### config.mk
export PLATFORM = sky130hd
export DESIGN_NAME = pscl_interval_timer
export DESIGN_NICKNAME = d
export VERILOG_FILES = /design/src/rtl/ivt_pkg.sv /design/src/rtl/ivt_ctrl_regs.sv /design/src/rtl/ivt_prescaler.sv /design/src/rtl/ivt_counter.sv /design/src/rtl/pscl_interval_timer.sv
export SDC_FILE = /design/constraint.sdc
export NUM_CORES = 1
export LEC_CHECK = 0
export BUFFER_PORTS_ARGS = -buffer_cell sky130_fd_sc_hd__buf_2
export CORE_UTILIZATION = 60
export CTS_BUF_LIST = sky130_fd_sc_hd__clkbuf_4 sky130_fd_sc_hd__clkbuf_8
export DETAILED_ROUTE_END_ITERATION = 6
export PLACE_DENSITY = 0.89
export RECOVER_POWER = 100
export SLEW_MARGIN = 20
export SYNTH_ARGS = -nofsm -noshare
export SYNTH_HDL_FRONTEND = slang
export SYNTH_SLANG_ARGS = --single-unit
### constraint.sdc
create_clock -name clk -period 4.1 [get_ports clk]
set_input_delay 0.205 -clock clk [delete_from_list [all_inputs] [get_ports clk]]
set_output_delay 0.205 -clock clk [all_outputs]
set_load 0.02 [all_outputs]
### src/rtl/ivt_pkg.sv
package ivt_pkg;
   localparam int unsigned ADDR_CTRL = 0;
   localparam int unsigned ADDR_PRE  = 1;
   localparam int unsigned ADDR_CNT  = 2;

   localparam int unsigned CB_EN   = 0;
   localparam int unsigned CB_SLOW = 1;
   localparam int unsigned CB_IE   = 2;
   localparam int unsigned CB_WE   = 3;
   localparam int unsigned CB_STS  = 4;
   localparam int unsigned CTRL_W  = 5;

   typedef struct packed {
      logic sts;
      logic wake_en;
      logic irq_en;
      logic slow_sel;
      logic en;
   } ctrl_t;
endpackage

### src/rtl/ivt_ctrl_regs.sv
module ivt_ctrl_regs
   import ivt_pkg::*;
#(
   parameter int unsigned PRE_W  = 8,
   parameter int unsigned DATA_W = 16
) (
   input  logic              clk,
   input  logic              rst_n,
   input  logic              wr_ctrl,
   input  logic              wr_pre,
   input  logic [DATA_W-1:0] wdata,
   input  logic              expire,
   output ctrl_t             ctrl,
   output logic [PRE_W-1:0]  pre
);
   logic clr_req;
   assign clr_req = wr_ctrl && wdata[CB_STS];

   always_ff @(posedge clk) begin
      if (!rst_n) begin
         ctrl <= '0;
         pre  <= '0;
      end else begin
         if (wr_ctrl) begin
            ctrl.en       <= wdata[CB_EN];
            ctrl.slow_sel <= wdata[CB_SLOW];
            ctrl.irq_en   <= wdata[CB_IE];
            ctrl.wake_en  <= wdata[CB_WE];
         end
         if (expire)
            ctrl.sts <= 1'b1;
         else if (clr_req)
            ctrl.sts <= 1'b0;
         if (wr_pre)
            pre <= wdata[PRE_W-1:0];
      end
   end

   // flag is sticky until a write-one clear
   a_r4_sticky_flag: assert property (@(posedge clk) disable iff (!rst_n)
      (ctrl.sts && !clr_req) |=> ctrl.sts);

   // an expiry always leaves the flag set
   a_r4_expire_sets: assert property (@(posedge clk) disable iff (!rst_n)
      expire |=> ctrl.sts);
endmodule

### src/rtl/ivt_prescaler.sv
module ivt_prescaler #(
   parameter int unsigned PRE_W = 8
) (
   input  logic             clk,
   input  logic             rst_n,
   input  logic             run,
   input  logic             stb,
   input  logic             restart,
   input  logic [PRE_W-1:0] pre,
   output logic             tick
);
   logic [PRE_W-1:0] phase_q;
   logic             wrap;

   assign wrap = (phase_q >= pre);
   assign tick = run && stb && !restart && wrap;

   always_ff @(posedge clk) begin
      if (!rst_n || !run || restart)
         phase_q <= '0;
      else if (stb)
         phase_q <= wrap ? '0 : phase_q + 1'b1;
   end

   // phase holds between strobes while running
   a_r6_phase_idle: assert property (@(posedge clk) disable iff (!rst_n)
      (run && !stb && !restart) |=> $stable(phase_q));

   // a tick returns the phase to zero
   a_r2_phase_wrap: assert property (@(posedge clk) disable iff (!rst_n)
      tick |=> (phase_q == '0));
endmodule

### src/rtl/ivt_counter.sv
module ivt_counter #(
   parameter int unsigned CNT_W = 16
) (
   input  logic             clk,
   input  logic             rst_n,
   input  logic             tick,
   input  logic             load,
   input  logic [CNT_W-1:0] load_val,
   output logic [CNT_W-1:0] cnt,
   output logic             expire
);
   logic [CNT_W-1:0] reload_q;
   logic             at_zero;

   assign at_zero = (cnt == '0);
   assign expire  = tick && !load && at_zero;

   always_ff @(posedge clk) begin
      if (!rst_n) begin
         cnt      <= '0;
         reload_q <= '0;
      end else if (load) begin
         cnt      <= load_val;
         reload_q <= load_val;
      end else if (tick) begin
         cnt <= at_zero ? reload_q : cnt - 1'b1;
      end
   end

   // no tick, no load -> count is frozen
   a_r6_count_hold: assert property (@(posedge clk) disable iff (!rst_n)
      (!tick && !load) |=> $stable(cnt));

   // expiry reloads the stored value
   a_r8_reload: assert property (@(posedge clk) disable iff (!rst_n)
      expire |=> (cnt == $past(reload_q)));

   // a tick on a nonzero count steps down by one
   a_r2_step_down: assert property (@(posedge clk) disable iff (!rst_n)
      (tick && !load && !at_zero) |=> (cnt == $past(cnt) - 1'b1));

   // a load wins over any tick
   a_r9_load_wins: assert property (@(posedge clk) disable iff (!rst_n)
      load |=> (cnt == $past(load_val)));
endmodule

### src/rtl/pscl_interval_timer.sv
module pscl_interval_timer
   import ivt_pkg::*;
#(
   parameter int unsigned CNT_W  = 16,
   parameter int unsigned PRE_W  = 8,
   parameter int unsigned DATA_W = 16,
   parameter int unsigned ADDR_W = 2
) (
   input  logic              clk,
   input  logic              rst_n,
   input  logic              fast_stb,
   input  logic              slow_stb,
   input  logic              bus_sel,
   input  logic              bus_wr,
   input  logic [ADDR_W-1:0] bus_addr,
   input  logic [DATA_W-1:0] bus_wdata,
   output logic [DATA_W-1:0] bus_rdata,
   output logic              irq,
   output logic              wake
);
   localparam int unsigned N_REGS = 1 << ADDR_W;

   generate
      if (DATA_W < CNT_W || DATA_W < PRE_W || DATA_W < CTRL_W) begin : g_bad_data_w
         $error("DATA_W too narrow for the registers");
      end
      if (N_REGS < 3) begin : g_bad_addr_w
         $error("ADDR_W must decode at least three registers");
      end
      if (PRE_W < 1 || CNT_W < 2) begin : g_bad_widths
         $error("PRE_W and CNT_W too small");
      end
   endgenerate

   ctrl_t            ctrl;
   logic [PRE_W-1:0] pre;
   logic [CNT_W-1:0] cnt;
   logic             wr_en, wr_ctrl, wr_pre, wr_cnt;
   logic             src_stb, tick, expire;

   assign wr_en   = bus_sel && bus_wr;
   assign wr_ctrl = wr_en && (bus_addr == ADDR_W'(ADDR_CTRL));
   assign wr_pre  = wr_en && (bus_addr == ADDR_W'(ADDR_PRE));
   assign wr_cnt  = wr_en && (bus_addr == ADDR_W'(ADDR_CNT));
   assign src_stb = ctrl.slow_sel ? slow_stb : fast_stb;

   ivt_ctrl_regs #(.PRE_W(PRE_W), .DATA_W(DATA_W)) u_regs (
      .clk     (clk),
      .rst_n   (rst_n),
      .wr_ctrl (wr_ctrl),
      .wr_pre  (wr_pre),
      .wdata   (bus_wdata),
      .expire  (expire),
      .ctrl    (ctrl),
      .pre     (pre)
   );

   ivt_prescaler #(.PRE_W(PRE_W)) u_pre (
      .clk     (clk),
      .rst_n   (rst_n),
      .run     (ctrl.en),
      .stb     (src_stb),
      .restart (wr_cnt),
      .pre     (pre),
      .tick    (tick)
   );

   ivt_counter #(.CNT_W(CNT_W)) u_cnt (
      .clk      (clk),
      .rst_n    (rst_n),
      .tick     (tick),
      .load     (wr_cnt),
      .load_val (bus_wdata[CNT_W-1:0]),
      .cnt      (cnt),
      .expire   (expire)
   );

   always_comb begin
      bus_rdata = '0;
      if (bus_addr == ADDR_W'(ADDR_CTRL))
         bus_rdata = DATA_W'(ctrl);
      else if (bus_addr == ADDR_W'(ADDR_PRE))
         bus_rdata = DATA_W'(pre);
      else if (bus_addr == ADDR_W'(ADDR_CNT))
         bus_rdata = DATA_W'(cnt);
   end

   assign irq  = ctrl.sts && ctrl.irq_en;
   assign wake = ctrl.sts && ctrl.wake_en;

   // outputs quiet in the first cycle out of reset
   a_r1_quiet_after_reset: assert property (@(posedge clk)
      !rst_n |=> (!irq && !wake));

   // with the run bit set and no writes, a tick needs a strobe of the selected source
   a_r3_source_gate: assert property (@(posedge clk) disable iff (!rst_n)
      (ctrl.slow_sel && !slow_stb && !wr_en) |=> $stable(cnt));
endmodule

* After elaboration in Yosys (flattened, before gate mapping)
Cells that the tools add are included.
Word-level totals: bits in registers 53, latch bits 0, bits in writable memories 0, memory bits (read-only) 0, input port bits 24, logic and storage cells 45, memories kept 0
Operators by class: add/subtract/negate cells 2, multiply operators 0, div/mod/pow operators 0, magnitude comparators 1, eq/ne operators 2, shifts and indexed selects 0, multiplexer cells 10, bitwise operators 0, reductions and logical operators 21
Operators with widths (count):
- 16-bit two-way mux | 6
- 16-bit logical NOT | 1
- 16-bit by 1-bit subtractor with 16-bit output, second input constant | 1
- 1-bit logical AND | 12
- 8-bit by 1-bit adder with 8-bit output, second input constant | 1
- 8-bit greater-or-equal comparator | 1
- 8-bit two-way mux | 1
- 2-bit nonzero test | 2
- 1-bit logical NOT | 3
- 1-bit two-way mux | 3
- 2-bit by 1-bit equality test with 1-bit output, second input constant | 1
- 2-bit equality test, second input constant | 1
- 2-bit logical NOT | 1
- 1-bit logical OR | 2

* Longest topological paths before layout
depth in word-level cells 8, gate-level depth with buffers 10

* By module
From an unflattened synthesis, not the netlist that was laid out.
Second synthesis, totals: cells, all modules 353, area total of the unflattened synthesis 3148.0 µm²
By module, submodules not included:
- ivt_counter | times used 1, cells each 208, area each 1776.7 µm²
- ivt_prescaler | times used 1, cells each 68, area each 601.8 µm²
- ivt_ctrl_regs | times used 1, cells each 43, area each 494.2 µm²
- pscl_interval_timer | times used 1, cells each 34, area each 275.3 µm²

* Worst setup path after synthesis
Ideal clock, no wire load.
path type reg2reg, start point reg u_cnt.cnt[0], end point reg u_cnt.cnt[11], library setup time 116 ps, arrival 2163 ps, slack 1822 ps, cell stages (with the launch flop) 10, path buffers 1, path through dfxtp_1 > inv_1 > ha_1 > or4b_4 > or2_4 > or3_1 > buf_6 > o211ai_1 > o211ai_1 > and3_1
On the way: longest elaborated chain between the ends 4, elaborated cells on any way between the ends 5
RTL lines:
- start: declaration | line ivt_counter.sv:9 | output logic [CNT_W-1:0] cnt,
- start signal: assignment | line ivt_counter.sv:23 | cnt <= load_val;
- start signal: assignment | line ivt_counter.sv:26 | cnt <= at_zero ? reload_q : cnt - 1'b1;
- 16-bit by 1-bit subtractor with 16-bit output / 16-bit logical NOT (equally long branches) | line ivt_counter.sv:26, ivt_counter.sv:15
- 16-bit two-way mux (*) | line ivt_counter.sv:26
- 16-bit two-way mux (*) | line ivt_counter.sv:25 | end else if (tick) begin
- 16-bit two-way mux (*) | line ivt_counter.sv:22 | end else if (load) begin
Every way passes the cells marked *; elsewhere a longest branch is shown, timed or not. The select of a mux whose other input is x is not followed. A chain may end at the register's enable or synchronous reset.

* Final worst setup path
Ends and elaborated chain as after synthesis.

==> flow_metrics.tcl <==
set metrics [dict create \
    status "completed" \
    grt_pass1_vias 2688 \
    yosysMostFrequentCell "nand2_1" \
    syn_inst 379 \
    grt_start_max_net_pins 40 \
    yosysWarningCount 0 \
    reg2reg_slack_ps 1340 \
    worstPathArrival_ps 2980 \
    n_fill_cell 404 \
    multi_input_area_um2 1730 \
    path_clk_slew_ps 100 \
    rsz0062_at_grt "false" \
    cts_made_buffers 5 \
    port_buffers 41 \
    postCtsResizedCells 0 \
    fin_crit_ps 2760 \
    mappedNetlistArea_um2 2950 \
    critPathTopFamily "simple AND/OR/NAND/NOR gates" \
    worst-slew-pin-transition_ps 958 \
    power_density_nw_per_um2 324 \
    via_count 2863 \
    hold_start "bus_wdata[15]" \
    cts_sinks 53 \
    fp.dieH_um 72.2 \
    critPathMaxStageDelay_ps 600 \
    cts_hold_buf 0 \
    slew_headroom_pct 36.1 \
    synth_common_cells "81 x nand2_1, 53 x dfxtp_1, 34 x a21oi_1, 21 x nor2_1, 18 x clkbuf_1" \
    clock_latency_ps 320 \
    grt_pass1_wl_um 12400 \
    dieArea_um2 5210 \
    grt_use_total_pct 30.4 \
    core_area_um2 4720 \
    fin_worst_skew_ps 13.0 \
    io_pins 42 \
    start_util_pct 62.5 \
    seqCellArea_um2 1060 \
    cts_htree_levels 2 \
    leakage_uw 0.00118 \
    post_cts_buffers 0 \
    synthTopCellsByArea "dfxtp_1 36%, nand2_1 10%, a21oi_1 5.8%, ha_1 4.7%, mux2i_1 3.4%" \
    regToRegEndpoint "u_cnt.cnt[11]$_SDFFE_PN0P_" \
    critPathMostFrequentCell "o211ai_1" \
    grt_use_met1_pct 36.8 \
    use_met3_pct 6.94 \
    post-dp-hpwl_um 5270 \
    finalHoldViolCount 0 \
    fp.dieW_um 72.2 \
    finalSetupViolCount 0 \
    synth_top_area_cell "dfxtp_1" \
    worstReg2RegStart "u_cnt.cnt[0]$_SDFFE_PN0P_" \
    endpoint_kind "flop" \
    synth-edff-count 0 \
    fin_tns_setup_ps 0 \
    post_drt_wl_per_cell_um 15.7 \
    cp_data_required_time_ps 4310 \
    crit_path_cell_trace "inv_1 -> ha_1 -> or4b_1 -> or2_0 -> or3_1 -> o211ai_1 -> o211ai_1 -> and3_1" \
    final_nets 441 \
    routabilityCongestion 0.914 \
    worst_r2r_path_depth 8 \
    path_max_fanout 19 \
    tritoncts "built" \
    first_iter_violations 308 \
    yosysSeqAreaShare_pct 35.9 \
    hold_end "u_cnt.reload_q[15]$_SDFFE_PN0P_" \
    drc_errors 0 \
    vias_per_cell 6.04 \
    synth.avg_cell_area_um2 7.79 \
    slowest_stage "or3_1" \
    dp_slack_ps 1450 \
    antenna_found_initial 0 \
    yosysTopAreaCellShare_pct 35.9 \
    drive_gt1_share_pct 10.3 \
    slew_violations 0 \
    critPathBufInv 1 \
    synth_flop_cell "dfxtp_1" \
    whs_path_depth 3 \
    fin_hold_ws_ps 124 \
    fin_crit_sh_pct 67.4 \
    start_kind "flop" \
    syn_to_final_growth_pct 8.81 \
    synth.distinct_cells 50 \
    crit_type "flop to flop" \
    hold_path.class "input pin to flop" \
    setup_slack_ps 1340 \
    first_pass_iters 7 \
    max-cap-violations 0 \
    fmax_mhz 362 \
    met2_usage_pct 52.0 \
    cts.path.max_buffers 2 \
    rows 25 \
    ys_ff_latch 53 \
    syn_nets 414 \
    grt_remaining_overflow 0 \
    ir_worst_vdd_uv 204 \
    num_antenna_cells 0 \
    grt_busiest_layer "met2" \
    cts_root_buffer "clkbuf_8" \
    routed_wl_um 7420 \
    synthArstFlopShare_pct 0 \
    drtAntennaViolNets 0 \
]
cell type report:
class	instances	area share (%)
multi-input combinational	291	53.8
sequential	53	33.0
timing repair buffer	44	6.34
tap	67	2.61
clock buffer	5	2.14
inverter	11	1.28
clock inverter	3	0.779
state kept, by name, summed over array words and instances, names as in the netlist:
register / flops
u_pre.phase_q: 8
u_cnt.reload_q: 16
u_cnt.cnt: 16
u_regs.ctrl: 5
u_regs.pre: 8
how the worst max path moves through the flow:
stage	startpoint	endpoint	slack [ps]	cells past startpoint
global route	u_cnt.cnt[0]$_SDFFE_PN0P_	u_cnt.cnt[11]$_SDFFE_PN0P_	1180	8
floorplan	u_cnt.cnt[0]$_SDFFE_PN0P_	u_cnt.cnt[11]$_SDFFE_PN0P_	1820	9
detailed placement	u_cnt.cnt[0]$_SDFFE_PN0P_	u_cnt.cnt[11]$_SDFFE_PN0P_	1450	8
finish	u_cnt.cnt[0]$_SDFFE_PN0P_	u_cnt.cnt[11]$_SDFFE_PN0P_	1340	8
CTS	u_cnt.cnt[0]$_SDFFE_PN0P_	u_cnt.cnt[11]$_SDFFE_PN0P_	1420	8
global placement	u_cnt.cnt[0]$_SDFFE_PN0P_	u_cnt.cnt[11]$_SDFFE_PN0P_	1520	8
layout by cell type, fill, tap and decap left out, drive strengths merged, types with 3 or more instances in the layout:
cell type	count
and2	10
xnor2	5
xor2	8
o21a	3
clkbuf	22
inv	13
or3	4
and3	5
o21ai	16
ha	11
buf	27
a22o	3
o41ai	3
a21oi	34
o211ai	12
dfxtp	53
mux2i	10
nand2	81
nor2	21
nand4	5
nand3	12
a31oi	8
a211oi	3
nor3	5
nor4	4
nor2b	4
layer usage:
metal	share of wire [%]	up-vias
li1	-	1390
met1	41	1337
met2	49	120
met3	7.4	16
met4	2.1	0
met5	0	-
per-stage QoR:
stage | area [um^2] | cells | utilization [%] | total power, uW
4_1_cts | 3240 | 474 | 68.7 | 1040
3_3_place_gp | 3150 | 466 | 66.7 | 736
6_report | 3210 | 474 | 68.1 | 1040
3_5_place_dp | 3150 | 466 | 66.7 | 741
2_1_floorplan | 2950 | 379 | - | 702
5_1_grt | 3210 | 474 | 68.1 | 1080
tightest hold or removal path, cell delays in order:
cell and delay [ps]:
buf_2 100, nand2_1 50, a21oi_1 50
kinds of logic (layout without fill, tap and decap cells):
kind of cell             after synthesis  in the layout  synth area share, %
XOR/XNOR                              13             13                 3.85
AO/OA/AOI/OAI                         95             95                 20.3
adder cells (fa/ha/maj)               11             11                 4.66
AND/OR/NAND/NOR                      160            160                 25.8
multiplexers                          12             12                 4.15
flip-flops                            53             53                 35.9
buffers and inverters                 35             63                 5.29
report_power, final:
| group | leakage [uW] | internal [uW] | switching [uW] |
|---|---|---|---|
| registers | 0.000429 | 526 | 14.2 |
| clock network | 0.0000452 | 125 | 186 |
| logic | 0.000703 | 70.0 | 120 |
| total | 0.00118 | 721 | 320 |
Note: power is estimated with default switching activity, not from simulation.
